## config.mk

```make
export PLATFORM = sky130hd
export DESIGN_NAME = twi_mem_slave
export DESIGN_NICKNAME = d
export VERILOG_FILES = /design/src/rtl/twi_mem_slave.sv
export SDC_FILE = /design/constraint.sdc
export NUM_CORES = 1
export LEC_CHECK = 0
export BUFFER_PORTS_ARGS = -buffer_cell sky130_fd_sc_hd__buf_2
export CAP_MARGIN = 30
export CORE_MARGIN = 5
export CORE_UTILIZATION = 30
export CTS_CLUSTER_DIAMETER = 120
export DETAILED_ROUTE_END_ITERATION = 16
export GPL_TIMING_DRIVEN = 0
export SYNTH_ARGS = -nofsm -noshare
export SYNTH_HDL_FRONTEND = slang
export SYNTH_SLANG_ARGS = --single-unit
```

## constraint.sdc

```tcl
create_clock -name clk -period 2.2 [get_ports clk]
set_input_delay 0 -clock clk [delete_from_list [all_inputs] [get_ports clk]]
set_output_delay 0 -clock clk [all_outputs]
set_load 0.01 [all_outputs]
```

## src/rtl/twi_mem_slave.sv

```systemverilog
module twi_mem_slave #(
  parameter int AW = 13,
  parameter int PB = 5
) (
  input  logic          clk,
  input  logic          rst_n,
  input  logic          scl_i,
  input  logic          sda_i,
  output logic          sda_oe,
  input  logic [2:0]    strap,
  input  logic          busy_i,
  output logic [AW-1:0] rd_addr,
  input  logic [7:0]    rd_data,
  output logic          wr_valid,
  output logic [AW-1:0] wr_addr,
  output logic [7:0]    wr_data,
  output logic          wr_commit
);
  localparam int HW = AW - 8;

  typedef enum logic [2:0] {S_IDLE, S_RX, S_RXE, S_ACKO, S_TX, S_ACKI, S_TXW} st_t;
  typedef enum logic [1:0] {K_DEV, K_AHI, K_ALO, K_DAT} kind_t;

  st_t          st;
  kind_t        kind;
  logic [1:0]   scl_sy, sda_sy;
  logic         scl_q, sda_q;
  logic [2:0]   cnt;
  logic [7:0]   sr;
  logic [HW-1:0] hi;
  logic         rw, oe, wrote;
  logic [AW-1:0] addr;

  wire scl_s     = scl_sy[1];
  wire sda_s     = sda_sy[1];
  wire start_det = scl_s & scl_q & sda_q & ~sda_s;
  wire stop_det  = scl_s & scl_q & ~sda_q & sda_s;
  wire scl_rise  = scl_s & ~scl_q;
  wire scl_fall  = ~scl_s & scl_q;
  wire dev_hit   = (sr[7:4] == 4'b1010) && (sr[3:1] == strap) && !busy_i;

  logic [PB-1:0] page_lo;
  assign page_lo = addr[PB-1:0] + 1'b1;

  assign sda_oe  = oe;
  assign rd_addr = addr;

  always_ff @(posedge clk or negedge rst_n) begin
    if (!rst_n) begin
      scl_sy <= 2'b11;
      sda_sy <= 2'b11;
      scl_q  <= 1'b1;
      sda_q  <= 1'b1;
    end else begin
      scl_sy <= {scl_sy[0], scl_i};
      sda_sy <= {sda_sy[0], sda_i};
      scl_q  <= scl_s;
      sda_q  <= sda_s;
    end
  end

  always_ff @(posedge clk or negedge rst_n) begin
    if (!rst_n) begin
      st        <= S_IDLE;
      kind      <= K_DEV;
      cnt       <= '0;
      sr        <= '0;
      hi        <= '0;
      rw        <= 1'b0;
      addr      <= '0;
      oe        <= 1'b0;
      wrote     <= 1'b0;
      wr_valid  <= 1'b0;
      wr_addr   <= '0;
      wr_data   <= '0;
      wr_commit <= 1'b0;
    end else begin
      wr_valid  <= 1'b0;
      wr_commit <= 1'b0;
      if (start_det) begin
        st    <= S_RX;
        kind  <= K_DEV;
        cnt   <= '0;
        oe    <= 1'b0;
        wrote <= 1'b0;
      end else if (stop_det) begin
        st        <= S_IDLE;
        oe        <= 1'b0;
        wr_commit <= wrote;
        wrote     <= 1'b0;
      end else begin
        case (st)
          S_RX: if (scl_rise) begin
            sr  <= {sr[6:0], sda_s};
            cnt <= cnt + 3'd1;
            if (cnt == 3'd7) st <= S_RXE;
          end
          S_RXE: if (scl_fall) begin
            case (kind)
              K_DEV: if (dev_hit) begin
                rw <= sr[0];
                oe <= 1'b1;
                st <= S_ACKO;
              end else begin
                st <= S_IDLE;
              end
              K_AHI: begin
                hi <= sr[HW-1:0];
                oe <= 1'b1;
                st <= S_ACKO;
              end
              K_ALO: begin
                addr <= {hi, sr};
                oe   <= 1'b1;
                st   <= S_ACKO;
              end
              default: begin
                wr_valid <= 1'b1;
                wr_addr  <= addr;
                wr_data  <= sr;
                addr     <= {addr[AW-1:PB], page_lo};
                wrote    <= 1'b1;
                oe       <= 1'b1;
                st       <= S_ACKO;
              end
            endcase
          end
          S_ACKO: if (scl_fall) begin
            cnt <= '0;
            if (kind == K_DEV && rw) begin
              sr <= rd_data;
              oe <= ~rd_data[7];
              st <= S_TX;
            end else begin
              oe <= 1'b0;
              st <= S_RX;
              case (kind)
                K_DEV:   kind <= K_AHI;
                K_AHI:   kind <= K_ALO;
                default: kind <= K_DAT;
              endcase
            end
          end
          S_TX: if (scl_fall) begin
            if (cnt == 3'd7) begin
              oe   <= 1'b0;
              st   <= S_ACKI;
              addr <= addr + 1'b1;
            end else begin
              cnt <= cnt + 3'd1;
              sr  <= {sr[6:0], 1'b0};
              oe  <= ~sr[6];
            end
          end
          S_ACKI: if (scl_rise) st <= sda_s ? S_IDLE : S_TXW;
          S_TXW: if (scl_fall) begin
            sr  <= rd_data;
            oe  <= ~rd_data[7];
            cnt <= '0;
            st  <= S_TX;
          end
          default: ;
        endcase
      end
    end
  end

  logic [PB-1:0] wr_lo_next;
  assign wr_lo_next = wr_addr[PB-1:0] + 1'b1;

  a_r1_stop_to_idle: assert property (@(posedge clk) disable iff (!rst_n)
    stop_det |=> st == S_IDLE);

  a_r3_busy_silent: assert property (@(posedge clk) disable iff (!rst_n)
    ($rose(oe) && st == S_ACKO && kind == K_DEV) |-> !$past(busy_i));

  a_r5_page_wrap: assert property (@(posedge clk) disable iff (!rst_n)
    wr_valid |-> (addr[AW-1:PB] == wr_addr[AW-1:PB]) && (addr[PB-1:0] == wr_lo_next));

  a_r6_commit_on_stop: assert property (@(posedge clk) disable iff (!rst_n)
    wr_commit |-> $past(stop_det));

  a_r8_read_advance: assert property (@(posedge clk) disable iff (!rst_n)
    (st == S_ACKI && $past(st) == S_TX) |-> addr == AW'($past(addr) + 1'b1));

  a_r10_pull_when_low: assert property (@(posedge clk) disable iff (!rst_n)
    $rose(oe) |-> !scl_s);
endmodule

```

Word level (Yosys, flattened, before mapping). Index checks and enable logic that the tools add are counted. Widths: inputs -> output; s select.

Word-level logic and storage cells: 165. Input port bits: 16. Bits in registers: 66.

Multiplexer cells: 63. Add/sub/neg operators: 3. Reductions and logical operators: 28. Bitwise operators: 16. Eq/ne operators: 37.

Operators with widths (count): $mux 3 (19); $pmux 13 s2 (2); $mux 8 (6); $mux 13 (3); $ne 4x4->1 const B (8); $pmux 8 s4 (1); $mux 1 (22); $ne 2x2->1 const B (11); $pmux 3 s6 (1); $reduce_and 6->1 (3); $reduce_and 9->1 (2); $add 13x1->13 const B (1); $eq 3x3->1 const B (4); $mux 2 (6); $reduce_and 5->1 (2); $ne 3x3->1 const B (3); $not 1->1 (9); $pmux 3 s3 (1); $reduce_and 8->1 (1); $reduce_bool 4->1 (2); $reduce_bool 8->1 (1); $and 1x1->1 (7); $reduce_and 7->1 (1); $eq 3x2->1 const B (2); 22 further kinds (29).

Longest topological paths before layout. Gate-level depths: netlist (run 1).

Depth in word-level cells: 9. Mapped depth: 7. Gate-level depth less buffers: 6.

Worst setup path after synthesis (run 1). No wires, ideal clock.

Path type: reg2reg. Start: reg scl_sy[1]. End: reg wr_addr[0]. Data required time: 2.075 ns. Period minus slack after synthesis: 1.698 ns. Arrival time: 1.573 ns. Cell stages (with the launch flop): 6. Path slack: 0.502 ns. Library setup time: 0.125 ns. Buffers on the path: 2. Cells stage by stage: dfstp_2 -> buf_2 -> and2b_1 -> nand4_4 -> buf_4 -> mux2_2.

Word-level cells in the longest chain between the ends: 5. Elaborated cells on any way between the ends: 10. Classes of those cells: 9 x bitwise; 1 x reduce/logical.

Ends and longest elaborated chain: start: declaration (line 26) `logic [1:0] scl_sy, sda_sy;`; start signal: assignment (line 55) `scl_sy <= {scl_sy[0], scl_i};`; $and 1x1->1 (line 36, 37); $and 1x1->1 (on tied branches) (2 in a row) (line 37, 36); $not 1->1 (no line); $reduce_and 5->1 (no line) *; end signal: assignment (line 119) `wr_addr <= addr;`; end: declaration (line 15) `output logic [AW-1:0] wr_addr,`.

Mark *: on every way between the ends. The rest lies on a longest branch, timed or not. A chain may end at the register's enable or synchronous reset.

Worst setup path after layout (run 1).
Start: reg scl_sy[1]. End: reg sr[7].

Word-level cells in the longest chain between the ends: 5. Elaborated cells on any way between the ends: 15. Classes of those cells: 4 x eq/ne; 10 x bitwise; 1 x reduce/logical.

Ends and longest elaborated chain: $and 1x1->1 (line 36, 37); $and 1x1->1 (on tied branches) (2 in a row) (line 37, 36); $not 1->1 (no line); $reduce_and 9->1 (no line) *; end signal: assignment (line 94) `sr <= {sr[6:0], sda_s};`; end signal: assignment (line 131) `sr <= rd_data;`; end signal: assignment (line 151) `sr <= {sr[6:0], 1'b0};`; end: declaration (line 29) `logic [7:0] sr;`.

Marked as above.

==> results of run 1 <==
-- path summary, 6_finish.rpt --
check / startpoint / endpoint / slack [ns] / cells past startpoint
min: rd_data[7] / sr[7] / 0.02 / 3
max in group asynchronous: rst_n / sda_oe / 1.33 / 2
max: scl_sy[1] / sr[7] / 0.16 / 6
min in group asynchronous: rst_n / wr_addr[5] / 0.30 / 2
min reg2reg: scl_sy[0] / scl_sy[1] / 0.36 / 0
max reg2reg: scl_sy[1] / sr[7] / 0.16 / 6
-- stage by stage --
stage | total power [uW] | utilization | instances
3_5_place_dp | 1870 | 0.345 | 506
4_1_cts | 2960 | 0.372 | 531
6_report | 2910 | 0.372 | 531
3_3_place_gp | 1850 | 0.345 | 506
2_1_floorplan | 1710 | - | 314
5_1_grt | 3090 | 0.372 | 531
-- power by group through the flow --
| stage | sequential (uW) | combinational, uW | clock (uW) |
|---|---|---|---|
| 2_1_floorplan | 1440 | 263 | 0 |
| 6_report | 1490 | 364 | 1060 |
| 3_5_place_dp | 1520 | 354 | 0 |
| 5_1_grt | 1510 | 425 | 1160 |
| 4_1_cts | 1490 | 367 | 1100 |
| 3_3_place_gp | 1510 | 344 | 0 |
-- sequential cells by signal, summed over array words and instances, names as in the netlist --
name and cells:
wrote 1, cnt 3, st 3, rw 1, sda_sy 2, wr_data 8, scl_q 1, sda_oe 1
wr_addr 13, wr_commit 1, rd_addr 13, sda_q 1, wr_valid 1, sr 8, hi 5, kind 2
scl_sy 2
-- layout make-up --
| type | count | area [um^2] |
|---|---|---|
| Buffer | 13 | 77.6 |
| Clock buffer | 11 | 141 |
| Clock inverter | 5 | 62.6 |
| Fill cell | 1134 | 6750 |
| Inverter | 8 | 30.0 |
| Multi-Input combinational cell | 227 | 1500 |
| Sequential cell | 66 | 1660 |
| Tap cell | 140 | 175 |
| Timing Repair Buffer | 61 | 353 |
-- per-layer routing --
layer / routed length [um] / part of all wire / track usage
met2: 3430 / 0.44 / 0.189
met5: 0 / 0 / 0
met1: 3790 / 0.48 / 0.185
met3: 554 / 0.070 / 0.0470
met4: 98 / 0.012 / 0.0372
-- logic make-up (layout without fill, tap and decap cells) --
| logic type | after synthesis | in the layout | synth area share |
|---|---|---|---|
| flops | 66 | 66 | 0.508 |
| mux | 34 | 34 | 0.113 |
| buf+inv | 21 | 98 | 0.0329 |
| simple gates | 104 | 104 | 0.164 |
| xor+xnor | 4 | 4 | 0.0107 |
| compound gates | 82 | 82 | 0.160 |
| fa+ha+maj | 3 | 3 | 0.0115 |
-- worst max-delay path: stages (launching register included) --
cell and delay, ns:
dfstp_2 0.53, buf_2 0.19, nand2b_1 0.32, o32ai_2 0.16, a21oi_2 0.31, buf_2 0.27, o21ai_0 0.12
-- layout by cell type, fill, tap and decap left out, types with 8 or more instances in the layout --
master	count
mux2_2	24
mux2i_1	10
buf_2	59
clkbuf_8	10
dlygate4sd3_1	9
dfrtp_1	60
o21ai_0	31
nand2_1	37
nand3_1	15
a31oi_1	9
nor2_1	16
inv_1	8
a21oi_1	15
-- repair_timing --
| item | in CTS | in global routing |
|---|---|---|
| resized for setup | 0 | 0 |
| hold buffers | 9 | 0 |
| hold endpoints to repair | 68 | 0 |
==> run metrics, run 1 <==
post-route design area 4000 um^2; pre-CTS setup slack 0.210 ns; CTS sink count 66; Ports 53; post-layout worst setup margin 0.163 ns; post-synthesis sequential area ratio 0.508; first-pass GRT wire length 13.7 mm; final wirelength 7.88 mm; initial antenna violation count 0; layout cells sized above 1 0.304; Post-synth ARST share 1.00; RD Place Congestion 0.861; Psw 854 uW; drt via density 5.03; Peak VDD IR 0.441 mV; Comb pwr share 0.125; Max Fclk 491 MHz; Overflow after GRT 0; diode count 0; synth unique cells 51; Cell Area, Synth 3270 um^2; Post-synth top cells dfrtp_1, nand2_1, o21ai_0; cell row count 38; Final Critical Period 2.04 ns; power per standard cell area 727 nW/um^2; Max-Cap Viols 0; WP data arrival 2.25 ns; Post-synth EDFFs 0; Syn Nets 333; leakage power 0.00196 uW; Root Buffer clkbuf_8; Synth Area per Inst 10.4 um^2; CTS tree done; WS Path Type reg -> reg; fin crit share 0.926; Worst EP required 2.41 ns; max-slew violation count 0; Clock Pin Slew Worst Setup and Hold Paths 0.08 ns; CP max FO 10; Final Hold Viols 0; Worst Tran Pin Value 0.855 ns; clock tree buffer depth 2; DRT Pass-1 Iters 4; Die W 114 um; placed standard-cell area 3700 um^2; Port Buf Inserts 52; Die Y 114 um; number of global-route vias before repair 2,641; postcts setup bufs 0; min-delay worst type in -> reg; core area 10,700 um^2; layout net count 405; Synth top area share 0.460; Sw Ratio 0.293; Setup TNS 0 ns; hold_ws 0.0189 ns; final setup fails 0; P&R area growth vs syn 22.4%; Detail Route Antenna Nets 0; cells after synthesis 314; count leader, synth dfrtp_1; critical path endpoint category flop; via count 2,670; top post-synthesis cells by area dfrtp_1, mux2_2, dfstp_2; largest net degree at the start of global routing 67; clock power share 0.364; CTS Buf Count 9; status finished clean; DRC Markers 0; initial core utilization 0.304; DR iter-0 viols 168; relative slew slack 0.430; RSZ-0062 raised after global routing no; Seq pwr share 0.511; top_reg_cell synth dfrtp_1; DR WL/cell 14.8 um; Setup crit start kind flop; Internal 2050 uW; Synth Warn # 0; number of H-tree levels 3; clk_lat worst skew 0.35 ns; FF+latch count, synth 66; cell taking the most area after synthesis dfrtp_1; skew final 0.0106 ns; Overall Global Routing Usage 0.131; DIE AREA 13,100 um^2; dpl hpwl 5.64 mm
No activity file was read; power rests on OpenSTA's default activity.
==> inputs of run 2 (changes only) <==
- SLEW_MARGIN: unset -> 20
- clock period: 2.2 -> 1.8 ns (I/O delays scaled with it)
==> run metrics, run 2 (synthesized netlist as in run 1, its figures left out) <==
CTS tree done; Die W 114 um; max-slew violation count 0; first-pass GRT wire length 13.9 mm; Port Buf Inserts 52; post-route design area 4400 um^2; status finished, violations left; number of H-tree levels 3; Peak VDD IR 0.564 mV; power per standard cell area 839 nW/um^2; skew final 0.0135 ns; Worst Hold End sr[4]; drt via density 5.03; leakage power 0.00212 uW; WS Path Type reg -> reg; Max Fclk 566 MHz; Die Y 114 um; Final Critical Period 1.77 ns; reg-to-reg critical path endpoint wr_addr[3]; Worst Tran Pin Value 0.337 ns; clock power share 0.340; number of global-route vias before repair 2,754; DR iter-0 viols 188; Setup crit start kind flop; initial antenna violation count 0; commonest non-fill, non-tap cell in the layout dfrtp_1; relative slew slack 0.775; DRC Markers 0; fin crit share 0.982; diode count 0; CTS Buf Count 9; DR WL/cell 15.4 um; most frequent cells in the layout dfrtp_1, buf_2, nand2_1; placed standard-cell area 3730 um^2; DRT Pass-1 Iters 4; failing checks negative hold slack; Final Hold Viols 2; RD Place Congestion 0.861; DIE AREA 13,100 um^2; via count 2,794; Overall Global Routing Usage 0.135; final setup fails 0; Psw 1120 uW; Worst R2R Path Depth 5; critical path endpoint category flop; CP max FO 10; clock tree buffer depth 2; Clock Pin Slew Worst Setup and Hold Paths 0.08 ns; Overflow after GRT 0; Internal 2570 uW; flop2flop setup slack 0.03 ns; largest net degree at the start of global routing 45; Detail Route Antenna Nets 0; Sw Ratio 0.302; initial core utilization 0.304; min-delay worst type in -> reg; hold_ws -0.0143 ns; WP data arrival 1.99 ns; M1 WL 4.03 mm; final wirelength 8.53 mm; Hold Path Stages 3; layout net count 429; P&R area growth vs syn 34.7%; Met2 Routed Length 3.88 mm; Worst EP required 2.02 ns; Max-Cap Viols 0; met3 wire length 481 um; cell row count 38; layout cells sized above 1 0.419; min-delay src rd_data[4]; Root Buffer clkbuf_8; Crit Reg-Reg Startpoint scl_sy[1]; top sig layer met4; RSZ-0062 raised after global routing yes; CTS sink count 66; Ports 53; Setup TNS 0 ns; core area 10,700 um^2; clk_lat worst skew 0.35 ns; Comb pwr share 0.167; Seq pwr share 0.493; dpl hpwl 5.78 mm
run 2: what timing repair did:
item | 4_1_cts | 5_1_grt
gates resized for setup | 25 | 32
hold buffers | 8 | 0
endpoints found under the setup margin | 41 | 47
cloned | 0 | 1
pin swaps | 2 | 8
buffers inserted | 6 | 17
endpoints found under the hold margin | 67 | 0
run 2: per-stage QoR:
stage,utilization,setup WS (ns),hold slack [ns],std cells,total power (uW)
3_5_place_dp,0.347,-0.192,-0.0696,507,2290
4_1_cts,0.386,0.000824,0.000690,537,3610
5_1_grt,0.409,-0.0281,0.0236,555,3910
6_report,0.409,0.0320,-0.0143,555,3690
3_3_place_gp,0.345,-0.169,0.105,506,2260
2_1_floorplan,-,0.102,-0.296,314,2080
run 2: worst max path at each step:
stage                   start         end  slack [ns]
floorplan           scl_sy[1]  wr_addr[0]        0.10
finish              scl_sy[1]  wr_addr[3]        0.03
global route        scl_sy[1]  wr_addr[3]       -0.03
detailed placement  scl_sy[1]       sr[7]       -0.19
global placement    scl_sy[1]       sr[6]       -0.17
CTS                     st[0]       sr[4]      0.0008
run 2: area by class of cell:
type                            instances  area [um^2]
Buffer                                 13          120
Clock buffer                           10          128
Clock inverter                          6         67.6
Fill cell                            1093         6350
Inverter                                8         30.0
Multi-Input combinational cell        227         1630
Sequential cell                        66         1670
Tap cell                              140          175
Timing Repair Buffer                   85          581
run 2: power groups by stage:
stage               logic, uW  registers, uW  clock network (uW)
CTS                       496           1820                1290
floorplan                 322           1760                   0
global placement          421           1840                   0
finish                    616           1820                1250
global route              694           1840                1370
detailed placement        442           1850                   0
run 2: critical path, stage by stage (launching register included):
cell     delay [ns]
dfstp_2        0.53
buf_4          0.15
and2b_2        0.28
nand4_4        0.15
buf_6          0.17
mux2_2         0.35
run 2: routing by layer:
metal,global-route usage,vias up
li1,-,1335
met1,0.184,1353
met2,0.199,93
met3,0.0391,13
met4,0.0554,0
met5,0,-
==> inputs of run 3 (changes only) <==
==> constraint.sdc (replaced) <==
create_clock -name clk -period 1.8 [get_ports clk]
set_input_delay 0.09 -clock clk [delete_from_list [all_inputs] [get_ports clk]]
set_output_delay 0.09 -clock clk [all_outputs]
set_load 0.01 [all_outputs]
==> run metrics, run 3 (synthesized netlist as in run 1, its figures left out) <==
number of H-tree levels 3; final core utilization 0.405; initial core utilization 0.304; final wirelength 8.47 mm; DIE AREA 13,100 um^2; Die W 114 um; RD Place Congestion 0.861; number of global-route vias before repair 2,737; Bufs and invs on worst path 2; Detail Route Antenna Nets 0; CP peak stage delay 0.53 ns; first-pass GRT wire length 13.8 mm; Max Fclk 568 MHz; worst-path cell chain buf_4 > and2b_2 > nand4_4 > buf_6 > mux2_2; post-route design area 4350 um^2; DR iter-0 viols 150; most frequent cells in the layout dfrtp_1, buf_2, nand2_1; Max stage delay cell, worst path dfstp_2; largest net degree at the start of global routing 45; Final Critical Period 1.76 ns; skew final 0.0108 ns; critical path endpoint category flop; max-slew violation count 0; WP data arrival 1.99 ns; DRC Markers 0; pre-CTS setup slack -0.192 ns; final setup fails 0; status finished clean; Clock Pin Slew Worst Setup and Hold Paths 0.08 ns; power per standard cell area 847 nW/um^2; DRT Pass-1 Iters 4; initial antenna violation count 0; layout net count 424; RSZ-0062 raised after global routing yes; Max-Cap Viols 0; placed standard-cell area 3730 um^2; CTS Buf Count 9; Overflow after GRT 0; CP max FO 10; Port Buf Inserts 52; Ports 53; cell row count 38; layout cells sized above 1 0.424; Worst Tran Pin Value 0.336 ns; core area 10,700 um^2; fin crit share 0.978; CTS tree done; Final Hold Viols 0; min-delay worst type in -> reg; clk_lat worst skew 0.35 ns; Overall Global Routing Usage 0.134; clock tree buffer depth 2; Die Y 114 um; CTS sink count 66; P&R area growth vs syn 33.1%; flop2flop setup slack 0.04 ns; WS Path Type reg -> reg; Worst EP required 2.03 ns; Setup crit start kind flop; via count 2,778; relative slew slack 0.776; leakage power 0.00210 uW; Root Buffer clkbuf_8; commonest non-fill, non-tap cell in the layout dfrtp_1; dpl hpwl 5.78 mm; DR WL/cell 15.4 um; post-layout worst setup margin 0.0388 ns; Peak VDD IR 0.563 mV; CP delay by family, top flip-flops; drt via density 5.05; diode count 0
## run 3: changes by cell type in the layout (fill, tap and decap cells not counted), sizes merged
cell         change
dlygate4sd3      -5
## run 3: path summary, 6_finish.rpt
kind | startpoint | end | cells after the start
max | scl_sy[1] | wr_addr[3] | 5
max in group asynchronous | rst_n | sda_sy[0] | 3
min | rd_data[1] | sr[1] | 3
min reg2reg | scl_sy[0] | scl_sy[1] | 0
min in group asynchronous | rst_n | wr_addr[2] | 2
max reg2reg | scl_sy[1] | wr_addr[3] | 5
## run 3: layout make-up
class,count,area [um^2]
Fill cell,1100,6400
Sequential cell,66,1670
Multi-Input combinational cell,227,1630
Timing Repair Buffer,80,531
Tap cell,140,175
Clock buffer,10,128
Buffer,13,120
Clock inverter,6,67.6
Inverter,8,30.0
## run 3: worst min-delay path, cell delays in order
cell,delay [ns]
buf_2,0.08
mux2i_1,0.05
o21ai_0,0.14
## run 3: per-stage QoR
step           instances  hold WS, ns  total power (uW)  setup TNS, ns
3_5_place_dp         507       0.0204              2290          -3.60
2_1_floorplan        314       -0.206              2080              0
5_1_grt              550       0.0501              3900         -0.290
4_1_cts              532       0.0135              3610              0
6_report             550       0.0384              3680              0
3_3_place_gp         506        0.195              2260          -3.00
## run 3: per-layer routing
metal | up-vias | global-route usage | share of wire
met1 | 1341 | 0.186 | 0.47
met3 | 21 | 0.0386 | 0.061
met5 | - | 0 | 0
met2 | 91 | 0.196 | 0.45
li1 | 1325 | - | -
met4 | 0 | 0.0554 | 0.020
## run 3: report_power, final
| group | internal [uW] | leakage, uW | switching, uW |
|---|---|---|---|
| combinational | 301 | 0.00115 | 307 |
| sequential | 1620 | 0.000859 | 196 |
| clock | 642 | 0.0000925 | 614 |
## run 3: timing repair
action                                  in CTS  in global routing
gates cloned                                 0                  1
endpoints found under the setup margin      41                 47
pin swaps                                    2                  8
buffers inserted                             6                 17
hold endpoints to repair                    62                  0
hold buffers                                 3                  0
resized for setup                           25                 32
